[config.mk]
export PLATFORM = sky130hd
export DESIGN_NAME = half_to_single_cvt
export DESIGN_NICKNAME = d
export VERILOG_FILES = /design/src/rtl/hts_pkg.sv /design/src/rtl/hts_classify.sv /design/src/rtl/hts_lzc.sv /design/src/rtl/hts_assemble.sv /design/src/rtl/half_to_single_cvt.sv
export SDC_FILE = /design/constraint.sdc
export NUM_CORES = 1
export LEC_CHECK = 0
export ABC_AREA = 1
export BUFFER_PORTS_ARGS = -buffer_cell sky130_fd_sc_hd__buf_2
export CAP_MARGIN = 20
export CORE_UTILIZATION = 38
export CTS_CLUSTER_DIAMETER = 80
export DETAILED_ROUTE_END_ITERATION = 8
export PLACE_DENSITY = 0.74
export SLEW_MARGIN = 25
export SYNTH_ARGS = -nofsm -noshare
export SYNTH_HDL_FRONTEND = slang
export SYNTH_SLANG_ARGS = --single-unit
[constraint.sdc]
create_clock -name clk -period 2.2 [get_ports clk]
set_input_delay 0.44 -clock clk [delete_from_list [all_inputs] [get_ports clk]]
set_output_delay 0.44 -clock clk [all_outputs]
set_load 0.05 [all_outputs]
[src/rtl/hts_pkg.sv]
package hts_pkg;
    typedef enum logic [2:0] {
        CLS_ZERO,
        CLS_SUBNORMAL,
        CLS_NORMAL,
        CLS_INFINITE,
        CLS_NOTANUMBER
    } hts_class_e;
endpackage

[src/rtl/hts_classify.sv]
module hts_classify
    import hts_pkg::*;
#(
    parameter int HE_W = 5,
    parameter int HM_W = 10
) (
    input  logic [HE_W+HM_W:0] word_i,
    output logic               sign_o,
    output logic [HE_W-1:0]    exp_o,
    output logic [HM_W-1:0]    man_o,
    output hts_class_e         cls_o
);
    localparam int HW = 1 + HE_W + HM_W;

    logic exp_max, exp_min, man_nz;

    assign sign_o  = word_i[HW-1];
    assign exp_o   = word_i[HW-2 -: HE_W];
    assign man_o   = word_i[HM_W-1:0];
    assign exp_max = &exp_o;
    assign exp_min = ~|exp_o;
    assign man_nz  = |man_o;

    always_comb begin
        if (exp_max)      cls_o = man_nz ? CLS_NOTANUMBER : CLS_INFINITE;
        else if (exp_min) cls_o = man_nz ? CLS_SUBNORMAL  : CLS_ZERO;
        else              cls_o = CLS_NORMAL;
    end
endmodule

[src/rtl/hts_lzc.sv]
module hts_lzc #(
    parameter int W  = 10,
    parameter int CW = $clog2(W + 1)
) (
    input  logic [W-1:0]  vec_i,
    output logic [CW-1:0] count_o
);
    always_comb begin
        count_o = CW'(W);
        for (int i = 0; i < W; i++) begin
            if (vec_i[i]) count_o = CW'(W - 1 - i);
        end
    end
endmodule

[src/rtl/hts_assemble.sv]
module hts_assemble
    import hts_pkg::*;
#(
    parameter int HE_W = 5,
    parameter int HM_W = 10,
    parameter int SE_W = 8,
    parameter int SM_W = 23,
    parameter int LZ_W = $clog2(HM_W + 1)
) (
    input  logic                sign_i,
    input  logic [HE_W-1:0]     exp_i,
    input  logic [HM_W-1:0]     man_i,
    input  hts_class_e          cls_i,
    input  logic [LZ_W-1:0]     lz_i,
    output logic [SE_W+SM_W:0]  word_o
);
    localparam int BIAS_H = (1 << (HE_W - 1)) - 1;
    localparam int BIAS_S = (1 << (SE_W - 1)) - 1;
    localparam int REBIAS = BIAS_S - BIAS_H;
    localparam int PAD_W  = SM_W - HM_W;

    logic [SE_W-1:0] exp_norm, exp_sub;
    logic [HM_W-1:0] sh_man, frac_sub;
    logic [SM_W-1:0] man_out;
    logic [SE_W-1:0] exp_out;

    assign exp_norm = SE_W'(exp_i) + SE_W'(REBIAS);
    assign exp_sub  = SE_W'(REBIAS) - SE_W'(lz_i);
    assign sh_man   = man_i << lz_i;
    assign frac_sub = {sh_man[HM_W-2:0], 1'b0};

    always_comb begin
        unique case (cls_i)
            CLS_ZERO: begin
                exp_out = '0;
                man_out = '0;
            end
            CLS_SUBNORMAL: begin
                exp_out = exp_sub;
                man_out = {frac_sub, {PAD_W{1'b0}}};
            end
            CLS_NORMAL: begin
                exp_out = exp_norm;
                man_out = {man_i, {PAD_W{1'b0}}};
            end
            CLS_INFINITE: begin
                exp_out = '1;
                man_out = '0;
            end
            CLS_NOTANUMBER: begin
                exp_out = '1;
                man_out = {1'b1, man_i[HM_W-2:0], {PAD_W{1'b0}}};
            end
            default: begin
                exp_out = '0;
                man_out = '0;
            end
        endcase
    end

    assign word_o = {sign_i, exp_out, man_out};
endmodule

[src/rtl/half_to_single_cvt.sv]
module half_to_single_cvt
    import hts_pkg::*;
#(
    parameter int HE_W = 5,
    parameter int HM_W = 10,
    parameter int SE_W = 8,
    parameter int SM_W = 23
) (
    input  logic                   clk,
    input  logic                   rst_n,
    input  logic                   in_valid,
    input  logic [HE_W+HM_W:0]     in_half,
    output logic                   out_valid,
    output logic [SE_W+SM_W:0]     out_single
);
    localparam int SW   = 1 + SE_W + SM_W;
    localparam int LZ_W = $clog2(HM_W + 1);

    logic            f_sign;
    logic [HE_W-1:0] f_exp;
    logic [HM_W-1:0] f_man;
    hts_class_e      f_cls;
    logic [LZ_W-1:0] f_lz;
    logic [SW-1:0]   wide_next;

    hts_classify #(.HE_W(HE_W), .HM_W(HM_W)) u_classify (
        .word_i (in_half),
        .sign_o (f_sign),
        .exp_o  (f_exp),
        .man_o  (f_man),
        .cls_o  (f_cls)
    );

    hts_lzc #(.W(HM_W), .CW(LZ_W)) u_lzc (
        .vec_i   (f_man),
        .count_o (f_lz)
    );

    hts_assemble #(
        .HE_W(HE_W), .HM_W(HM_W), .SE_W(SE_W), .SM_W(SM_W), .LZ_W(LZ_W)
    ) u_assemble (
        .sign_i (f_sign),
        .exp_i  (f_exp),
        .man_i  (f_man),
        .cls_i  (f_cls),
        .lz_i   (f_lz),
        .word_o (wide_next)
    );

    always_ff @(posedge clk) begin
        if (!rst_n) out_valid <= 1'b0;
        else        out_valid <= in_valid;
    end

    always_ff @(posedge clk) begin
        if (!rst_n)        out_single <= '0;
        else if (in_valid) out_single <= wide_next;
    end
endmodule

==> results of run 1 <==
-- per-layer routing --
| layer | vias to the layer above | global-route usage [%] | share of wire, % |
|---|---|---|---|
| li1 | 752 | - | - |
| met1 | 615 | 25.54 | 49 |
| met2 | 46 | 25.78 | 44 |
| met3 | 5 | 2.731 | 6.1 |
| met4 | 0 | 5.195 | 1.2 |
| met5 | - | 0 | 0 |
-- cells in the mapped netlist --
cell type | instances | share of area (%)
a21oi_1 | 25 | 9.4
a21oi_2 | 2 | 1.3
a31oi_1 | 2 | 0.94
buf_1 | 1 | 0.28
buf_4 | 14 | 7.9
buf_6 | 1 | 0.84
clkbuf_1 | 3 | 0.84
clkinv_1 | 1 | 0.28
conb_1 | 1 | 0.28
dfxtp_1 | 19 | 28
ha_1 | 1 | 0.94
inv_1 | 26 | 7.3
inv_2 | 2 | 0.56
nand2_1 | 52 | 15
nand2_2 | 2 | 0.94
nand2_4 | 1 | 0.84
nand3_1 | 11 | 4.1
nand4_1 | 2 | 0.94
nor2_1 | 20 | 5.6
nor3_1 | 1 | 0.37
o211ai_1 | 2 | 1.1
o21ai_0 | 19 | 7.1
o21ai_1 | 3 | 1.1
o21ai_2 | 2 | 1.3
o22ai_1 | 1 | 0.47
o22ai_2 | 1 | 0.94
o31ai_1 | 1 | 0.56
xnor2_1 | 1 | 0.66
-- placed cells by master, fill, tap and decap left out, types with 3 or more instances in the layout --
cell / Yosys / routed
o21ai_1: 3 / 3
inv_1: 26 / 26
nand3_1: 11 / 11
nor2_1: 20 / 20
conb_1: 1 / 13
buf_2: 0 / 38
o21ai_0: 19 / 19
dfxtp_1: 19 / 19
clkbuf_4: 0 / 3
buf_4: 14 / 3
a21oi_1: 25 / 25
nand2_1: 52 / 52
-- worst min-delay path by stage --
stage                         startpoint              to  slack [ns]  cells past startpoint
after global placement    out_single[30]  out_single[30]        0.45                      2
after detailed placement  out_single[30]  out_single[30]        0.45                      2
after floorplan              in_half[15]  out_single[31]        0.57                      2
final                        in_half[15]  out_single[31]        0.36                      3
after global routing         in_half[15]  out_single[31]        0.37                      3
after CTS                    in_half[15]  out_single[31]        0.36                      3
-- layout make-up --
class	count	area (um^2)
clock buffer	3	22.52
tap	46	57.56
clock inverter	1	5.005
inverter	29	108.9
fill	380	1815
multi-input combinational	162	760.7
timing repair buffer	41	212.7
sequential	19	380.4
-- registers in the layout, indices dropped and copies added (netlist names) --
name and count:
out_single 18, out_valid 1
-- worst max-delay path: stages --
cell and delay (ns):
buf_2 0.12, inv_1 0.07, nand2_1 0.05, nand2_1 0.05, nand2_1 0.04, nand2_1 0.05
nand2_1 0.05, nand2_1 0.06, nand2_2 0.08, nand2_4 0.15, inv_1 0.10, ha_1 0.25
xnor2_1 0.13, o21ai_0 0.16, nand2_1 0.07, a21oi_1 0.12
-- metrics by stage --
step                setup WS [ns]  hold WS, ns
floorplan                  0.4170       0.5749
global placement           0.1019       0.4474
detailed placement         0.1464       0.4548
CTS                        0.4549       0.3637
global route               0.3089       0.3714
finish                     0.4463       0.3607
-- power by group --
part | switching [mW] | internal [mW]
registers | 0.00967 | 0.367
clock network | 0.107 | 0.0678
logic | 0.250 | 0.0783
-- cell families after synthesis --
kind of cell | Yosys count | share of synthesized area (%)
fa+ha+maj | 1 | 0.9362
compound gates | 58 | 24.25
simple gates | 89 | 27.43
flops | 19 | 28.46
other cells | 1 | 0.2806
buf+inv | 48 | 17.98
xor+xnor | 1 | 0.6556
==> flow_metrics.py, run 1 <==
metrics = {
    "final_layout": {
        "areaGrowthSynthToFinish_pct": 15.82,
        "nets": 276,
        "antenna_cells": 0,
        "stdcell_count": 301,
        "design_area_um2": 1548,
        "post-route-util_pct": 46.02,
        "layout-drive-gt1-share_pct": 21.57,
    },
    "worst_setup_path": {
        "cp.required_ns": 2.44,
        "crit_path_start_kind": "input pin",
        "worst_setup_path_end_kind": "flip-flop",
        "startpoint": "in_half[1]",
        "critPathMaxFanout": 13,
        "rrSetupSlack_ns": 1.53,
        "arrival_ns": 2.00,
        "r2r_start": "out_single[29]",
        "r2r_cells": 2,
        "rr_endpoint": "out_single[29]",
        "critPathKind": "input pin to flip-flop",
        "worstSetupEndpoint": "out_single[25]",
    },
    "route": {
        "ant_nets": 0,
        "wl_per_cell_um": 10.69,
        "first_pass_iters": 4,
        "drt-initial-drc-count": 42,
        "wirelength_um": 3217,
        "drc": 0,
        "vias": 1418,
        "avgViaCountPerCell": 4.711,
    },
    "cts": {
        "cts.sinks": 19,
        "cts_buffer_depth": 2,
        "htreeDepth": 1,
        "cts-root-buf": "clkbuf_4",
        "clkTransAtPathRegs_ns": 0.11,
        "clkLatencyLatePin_ns": 0.30,
        "cts_resized": 0,
        "post_cts_buffers": 0,
        "cts_hold_buf": 0,
        "cts_tree": "yes",
        "tritoncts.num_buffers": 3,
    },
    "synth": {
        "ys_seq_area_share_pct": 28.46,
        "yosys_warnings": 0,
        "synth_cell_type_count": 28,
        "ys_ff_latch": 19,
        "netlist_instances": 217,
        "synth.avg_cell_area_um2": 6.158,
        "mappedNetlistArea_um2": 1336,
    },
    "timing": {
        "setup_viol": 0,
        "rsz0062_at_grt": "no",
        "fin_tns_setup_ns": 0,
        "hold_viol": 0,
        "drv_slew": 0,
        "finalClockSkew_ns": 0,
        "clock.fmax_ghz": 0.5702,
        "min_period_ns": 1.754,
        "post-route-period-util_pct": 79.71,
    },
    "die": {
        "die_y_um": 61.30,
        "die_x_um": 61.30,
        "rows": 21,
        "coreArea_um2": 3363,
        "ios": 52,
        "die_area_um2": 3758,
        "initial_core_util_pct": 39.73,
    },
    "placement": {
        "placed_cells": 297,
        "postPlaceCellArea_um2": 1520,
        "globalplace.congestion": 0.9961,
        "dp_hpwl_um": 2544,
        "io_buffers": 38,
    },
    "global_routing": {
        "grt_usage_pct": 17.32,
        "grt_pass1_vias": 1122,
        "grt_pass1_wl_um": 4878,
        "gr-total-overflow": 0,
        "grt_max_degree": 22,
        "antenna_found_initial": 0,
    },
    "run_status": {
        "status": "finished, final reports clean",
    },
    "pwr": {
        "total_power_mw": 0.8795,
        "p_leak_nw": 0.8176,
        "powerDensity_nw_per_um2": 568.2,
        "ir_worst_vdd_v": 0.0002738,
    },
    "run": {
        "drv_cap": 0,
    },
    "min_path": {
        "hp-class": "input pin to flip-flop",
    },
}
Power figures use the tool's default switching activity.
==> run 2: changes to the inputs <==
--- a/config.mk
+++ b/config.mk
@@ -5,13 +5,13 @@
 export SDC_FILE = /design/constraint.sdc
 export NUM_CORES = 1
 export LEC_CHECK = 0
-export ABC_AREA = 1
+export ABC_AREA = 0
 export BUFFER_PORTS_ARGS = -buffer_cell sky130_fd_sc_hd__buf_2
 export CAP_MARGIN = 20
 export CORE_UTILIZATION = 38
 export CTS_CLUSTER_DIAMETER = 80
 export DETAILED_ROUTE_END_ITERATION = 8
-export PLACE_DENSITY = 0.74
+export PLACE_DENSITY = 0.75
 export SLEW_MARGIN = 25
 export SYNTH_ARGS = -nofsm -noshare
 export SYNTH_HDL_FRONTEND = slang
==> constraint.sdc (replaced) <==
create_clock -name clk -period 1.5 [get_ports clk]
set_input_delay 0.3 -clock clk [delete_from_list [all_inputs] [get_ports clk]]
set_output_delay 0.3 -clock clk [all_outputs]
set_load 0.05 [all_outputs]
==> flow_metrics.py, run 2 <==
metrics = {
    "synth": {
        "netlist_instances": 211,
        "synth_top_area_cell": "dfxtp_1",
        "ys_seq_area_share_pct": 25.08,
        "synth_edf_count": 0,
        "yosys_warnings": 0,
        "synth_top_flop_cell": "dfxtp_1",
        "mappedNetlistArea_um2": 1516,
        "synth.top_cell.area_share_pct": 25.08,
        "yosysMostFrequentCell": "nor2_1",
        "ys_async_sr_fraction_pct": 0,
        "synth_cell_type_count": 49,
        "ys_ff_latch": 19,
        "synth_common_cells": "nor2_1, a21oi_1, dfxtp_1",
        "synth.avg_cell_area_um2": 7.187,
        "synth.area.top_cells": "dfxtp_1, a21oi_1, buf_4, nor2_1, mux2i_1",
    },
    "timing": {
        "drv_slew": 0,
        "setup_viol": 6,
        "min_period_ns": 1.660,
        "clock.fmax_ghz": 0.6023,
        "fin_ws_ns": -0.1603,
        "post-route-period-util_pct": 110.7,
        "hold_viol": 0,
        "finalClockSkew_ns": 0,
        "fin_tns_setup_ns": -0.3622,
        "rsz0062_at_grt": "yes",
    },
    "cts": {
        "cts-root-buf": "clkbuf_8",
        "cts_hold_buf": 0,
        "clkLatencyLatePin_ns": 0.26,
        "cts.sinks": 19,
        "cts_buffer_depth": 2,
        "tritoncts.num_buffers": 3,
        "htreeDepth": 1,
        "clkTransAtPathRegs_ns": 0.07,
        "cts_tree": "yes",
    },
    "global_routing": {
        "grt_pass1_wl_um": 7569,
        "gr-total-overflow": 0,
        "grt_pass1_vias": 1597,
        "grt_usage_pct": 22.72,
        "grt_max_degree": 18,
        "antenna_found_initial": 0,
    },
    "route": {
        "vias": 1811,
        "drt-initial-drc-count": 121,
        "avgViaCountPerCell": 5.422,
        "ant_nets": 0,
        "first_pass_iters": 4,
        "drc": 0,
        "wl_per_cell_um": 14.83,
        "wirelength_um": 4953,
    },
    "die": {
        "ios": 52,
        "rows": 22,
        "die_x_um": 65.17,
        "die_area_um2": 4247,
        "coreArea_um2": 3744,
        "die_y_um": 65.17,
        "initial_core_util_pct": 40.51,
    },
    "worst_setup_path": {
        "worst_setup_path_end_kind": "flip-flop",
        "crit_path_start_kind": "input pin",
        "critPathMaxFanout": 3,
        "arrival_ns": 1.81,
        "critPathKind": "input pin to flip-flop",
        "cp.required_ns": 1.65,
    },
    "pwr": {
        "powerDensity_nw_per_um2": 682.8,
        "p_leak_nw": 1.043,
        "ir_worst_vdd_v": 0.0004374,
    },
    "placement": {
        "dp_slack_ns": -0.5158,
        "io_buffers": 38,
        "globalplace.congestion": 0.9466,
        "dp_hpwl_um": 3645,
    },
    "run_status": {
        "violations": "setup timing",
        "status": "finished, violations left",
    },
    "final_layout": {
        "post-route-util_pct": 63.14,
        "areaGrowthSynthToFinish_pct": 55.86,
        "layout-drive-gt1-share_pct": 44.41,
        "nets": 307,
        "largest_reg_flops": 18,
        "top_register": "out_single",
        "final_common_cell": "buf_4",
        "antenna_cells": 0,
        "reg_top3": "out_single x18, out_valid x1",
        "final_cell_mix": "buf_4, buf_2, dfxtp_1",
    },
    "min_path": {
        "hp-class": "input pin to flip-flop",
    },
    "run": {
        "drv_cap": 0,
    },
}
-- run 2: cells by family after synthesis --
kind of cell / Yosys count / share of synthesized area [%]
buffers and inverters: 36 / 13.04
AND/OR/NAND/NOR: 74 / 25.17
multiplexers: 8 / 5.281
AO/OA/AOI/OAI: 72 / 30.36
adder cells (fa/ha/maj): 1 / 0.8250
flip-flops: 19 / 25.08
other: 1 / 0.2473
-- run 2: worst paths after layout --
| check | from | end | slack, ns | cells past startpoint |
|---|---|---|---|---|
| worst max register to register | out_single[22] | out_single[22] | 0.56 | 4 |
| worst max-delay path | in_half[1] | out_single[25] | -0.16 | 11 |
| worst min-delay path | in_half[15] | out_single[31] | 0.30 | 3 |
| worst min register to register | out_single[13] | out_single[13] | 0.49 | 2 |
-- run 2: layout make-up --
type | instances | area [um^2]
tap | 48 | 60.06
clock buffer | 4 | 45.04
multi-input combinational | 168 | 1192
inverter | 6 | 25.02
fill | 331 | 1380
sequential | 19 | 380.4
timing repair buffer | 89 | 660.6
-- run 2: critical path, cell delays in order --
cell and delay, ns:
buf_6 0.09, nand2b_4 0.13, a221oi_4 0.23, o31a_4 0.17, inv_4 0.04, ha_4 0.14, or3_4 0.32, a31oi_2 0.13
nor2_1 0.06, mux2i_1 0.13, nor2b_1 0.06
-- run 2: through the flow --
stage	instance area (um^2)	hold WS, ns	total power [mW]	std cells
after floorplan	1637	0.4535	1.004	223
after global placement	2041	0.4662	1.165	325
after detailed placement	2041	0.4873	1.171	325
after CTS	2113	0.3055	1.542	329
after global routing	2364	0.3204	1.679	334
final	2364	0.2995	1.614	334
-- run 2: per-layer routing --
layer  wire length, um  track usage, %
met5                 0               0
met4                53           3.261
met3               327           4.167
met2              2423           39.56
met1              2148           29.54
-- run 2: what timing repair did --
item                                    in CTS  in global routing
resized for setup                            7                 50
pin swaps                                    8                 23
setup buffers                                0                  5
endpoints found under the setup margin       7                  9
-- run 2: where the power goes --
| part | total, mW | switching [mW] | internal (mW) |
|---|---|---|---|
| Combinational | 0.701 | 0.445 | 0.256 |
| Sequential | 0.553 | 0.0155 | 0.537 |
| Clock | 0.360 | 0.171 | 0.189 |
==> run 3: changes to the inputs <==
--- a/config.mk
+++ b/config.mk
@@ -11,8 +11,9 @@
 export CORE_UTILIZATION = 38
 export CTS_CLUSTER_DIAMETER = 80
 export DETAILED_ROUTE_END_ITERATION = 8
-export PLACE_DENSITY = 0.75
+export PLACE_DENSITY = 0.71
 export SLEW_MARGIN = 25
 export SYNTH_ARGS = -nofsm -noshare
 export SYNTH_HDL_FRONTEND = slang
+export SYNTH_HIERARCHICAL = 1
 export SYNTH_SLANG_ARGS = --single-unit
==> flow_metrics.py, run 3 <==
metrics = {
    "global_routing": {
        "grt_usage_pct": 17.70,
        "gr-total-overflow": 0,
        "grt_pass1_vias": 1921,
        "grt_max_degree": 34,
        "antenna_found_initial": 0,
        "grt_pass1_wl_um": 8776,
    },
    "timing": {
        "fin_ws_ns": -0.5490,
        "drv_slew": 0,
        "rsz0062_at_grt": "yes",
        "min_period_ns": 2.049,
        "hold_viol": 0,
        "setup_viol": 18,
        "clock.fmax_ghz": 0.4880,
        "finalClockSkew_ns": 0,
        "fin_tns_setup_ns": -6.239,
        "post-route-period-util_pct": 136.6,
        "whs_ns": 0.2831,
    },
    "synth": {
        "yosysMostFrequentCell": "mux2i_1",
        "ys_ff_latch": 33,
        "synth_top_flop_cell": "dfxtp_1",
        "yosys_warnings": 6,
        "synth_top_area_cell": "dfxtp_1",
        "synth_cell_type_count": 42,
        "ys_seq_area_share_pct": 29.04,
        "synth.area.top_cells": "dfxtp_1, mux2i_1, buf_4, nor2b_1, nand2_1",
        "mappedNetlistArea_um2": 2275,
        "synth_common_cells": "mux2i_1, nor2b_1, dfxtp_1, buf_4, nand2_1",
        "ys_async_sr_fraction_pct": 0,
        "synth.top_cell.area_share_pct": 29.04,
        "synth.avg_cell_area_um2": 8.991,
        "synth_edf_count": 0,
        "netlist_instances": 253,
    },
    "final_layout": {
        "reg_top3": "out_single x32, out_valid x1",
        "nFillCells": 487,
        "final_common_cell": "buf_2",
        "top_register": "out_single",
        "layout-drive-gt1-share_pct": 48.80,
        "areaGrowthSynthToFinish_pct": 42.35,
        "stdcell_count": 404,
        "nets": 351,
        "largest_reg_flops": 32,
        "multi_input_area_um2": 1594,
        "antenna_cells": 0,
        "seqCellArea_um2": 660.6,
        "final_cell_mix": "buf_2, buf_4, nor2b_1",
    },
    "worst_setup_path": {
        "critPathMaxFanout": 5,
        "worst_setup_path_end_kind": "flip-flop",
        "crit_chain": "buf_8 > buf_6 > nor2_4 > o31ai_4 > a21boi_4 > mux2_2 > mux4_2 > nand2_2 > o211ai_1 > mux2i_1 > nor2b_1",
        "critPathKind": "input pin to flip-flop",
        "cpMaxStageDelayCell": "mux4_2",
        "crit_path_start_kind": "input pin",
        "arrival_ns": 2.22,
        "slowest_delay_ns": 0.46,
        "cp.required_ns": 1.68,
    },
    "pwr": {
        "p_comb_share_pct": 31.1,
        "ir_worst_vdd_v": 0.0007782,
        "internal_power_mw": 1.821,
        "p_sw_mw": 0.8211,
        "power_frac_clock_pct": 32.6,
        "pwr-share-seq_pct": 36.2,
        "total_power_mw": 2.642,
        "p_leak_nw": 1.545,
        "powerDensity_nw_per_um2": 816.1,
        "p_sw_share_pct": 31.07,
    },
    "cts": {
        "clkTransAtPathRegs_ns": 0.07,
        "cts_buffer_depth": 2,
        "cts-root-buf": "clkbuf_8",
        "cts.sinks": 33,
        "cts_tree": "yes",
        "tritoncts.num_buffers": 5,
        "clkLatencyLatePin_ns": 0.28,
        "htreeDepth": 2,
        "cts_hold_buf": 0,
    },
    "die": {
        "die_x_um": 79.37,
        "die_area_um2": 6300,
        "initial_core_util_pct": 40.32,
        "coreArea_um2": 5642,
        "die_y_um": 79.37,
        "ios": 52,
        "rows": 27,
    },
    "route": {
        "drt-initial-drc-count": 51,
        "first_pass_iters": 4,
        "vias": 1962,
        "drc": 0,
        "wirelength_um": 5308,
        "wl_per_cell_um": 13.14,
        "avgViaCountPerCell": 4.856,
        "ant_nets": 0,
    },
    "run": {
        "drv_cap": 0,
    },
    "placement": {
        "io_buffers": 51,
        "globalplace.congestion": 0.8705,
        "dp_hpwl_um": 3801,
        "dp_slack_ns": -0.8901,
        "placed_cells": 388,
    },
    "run_status": {
        "violations": "setup timing",
        "status": "finished, violations left",
    },
    "min_path": {
        "hp-class": "input pin to flip-flop",
    },
}
run 3: cell types whose count changed in the layout (fill, tap and decap cells not counted), sizes merged, moves of 9 or more:
cell   delta
mux2i    +29
nor2b    +29
a21oi    -16
dfxtp    +14
buf      +13
nor2      -9
run 3: cell families after synthesis:
kind of cell	share of synthesized area, %
other	0.1649
multiplexers	22.22
flip-flops	29.04
XOR/XNOR	1.155
AO/OA/AOI/OAI	9.516
AND/OR/NAND/NOR	21.07
buffers and inverters	16.28
adder cells (fa/ha/maj)	0.5500
run 3: per-stage QoR:
| stage | utilization [%] | instance area [um^2] |
|---|---|---|
| after floorplan | - | 2534 |
| after global placement | 50.32 | 2839 |
| after detailed placement | 50.32 | 2839 |
| after CTS | 56.42 | 3183 |
| after global routing | 57.40 | 3238 |
| final | 57.40 | 3238 |
run 3: metal layers:
metal  share of wire [%]  GRT usage [%]
met1                  44          21.62
met2                  49          30.26
met3                 4.5          3.200
met4                 2.6          7.636
met5                   0              0
run 3: worst max-delay path, delay by kind of cell:
| family | cells | cell delay (ns) |
|---|---|---|
| AOI/OAI and AO/OA | 3 | 0.46 |
| muxes | 3 | 0.99 |
| buffers and inverters | 2 | 0.22 |
| and+or+nand+nor | 3 | 0.24 |
run 3: final timing paths:
path,slack [ns],cells after the start,from,endpoint
setup / recovery,-0.55,11,in_half[1],out_single[22]
hold / removal,0.28,3,in_half[15],out_single[31]
setup reg to reg,0.87,2,out_single[14],out_single[14]
hold reg to reg,0.51,2,out_single[19],out_single[19]
run 3: cell type report:
| type | instances | area share [%] |
|---|---|---|
| multi-input combinational | 183 | 49.23 |
| inverter | 6 | 0.6955 |
| clock buffer | 6 | 2.550 |
| clock inverter | 2 | 1.159 |
| tap | 72 | 2.782 |
| sequential | 33 | 20.40 |
| timing repair buffer | 102 | 23.18 |
run 3: repair_timing:
| item | CTS | global route |
|---|---|---|
| setup endpoints to repair | 18 | 18 |
| resized for setup | 38 | 22 |
| gates cloned | 2 | 0 |
| pin swaps | 25 | 15 |
| setup buffers | 8 | 1 |
run 3: power by group through the flow:
| stage | Combinational, mW | Clock, mW | Sequential (mW) |
|---|---|---|---|
| floorplan | 0.405 | 0 | 1.17 |
| global placement | 0.730 | 0 | 0.975 |
| detailed placement | 0.742 | 0 | 0.977 |
| CTS | 0.799 | 0.889 | 0.958 |
| global route | 0.881 | 0.921 | 0.963 |
| finish | 0.823 | 0.863 | 0.957 |
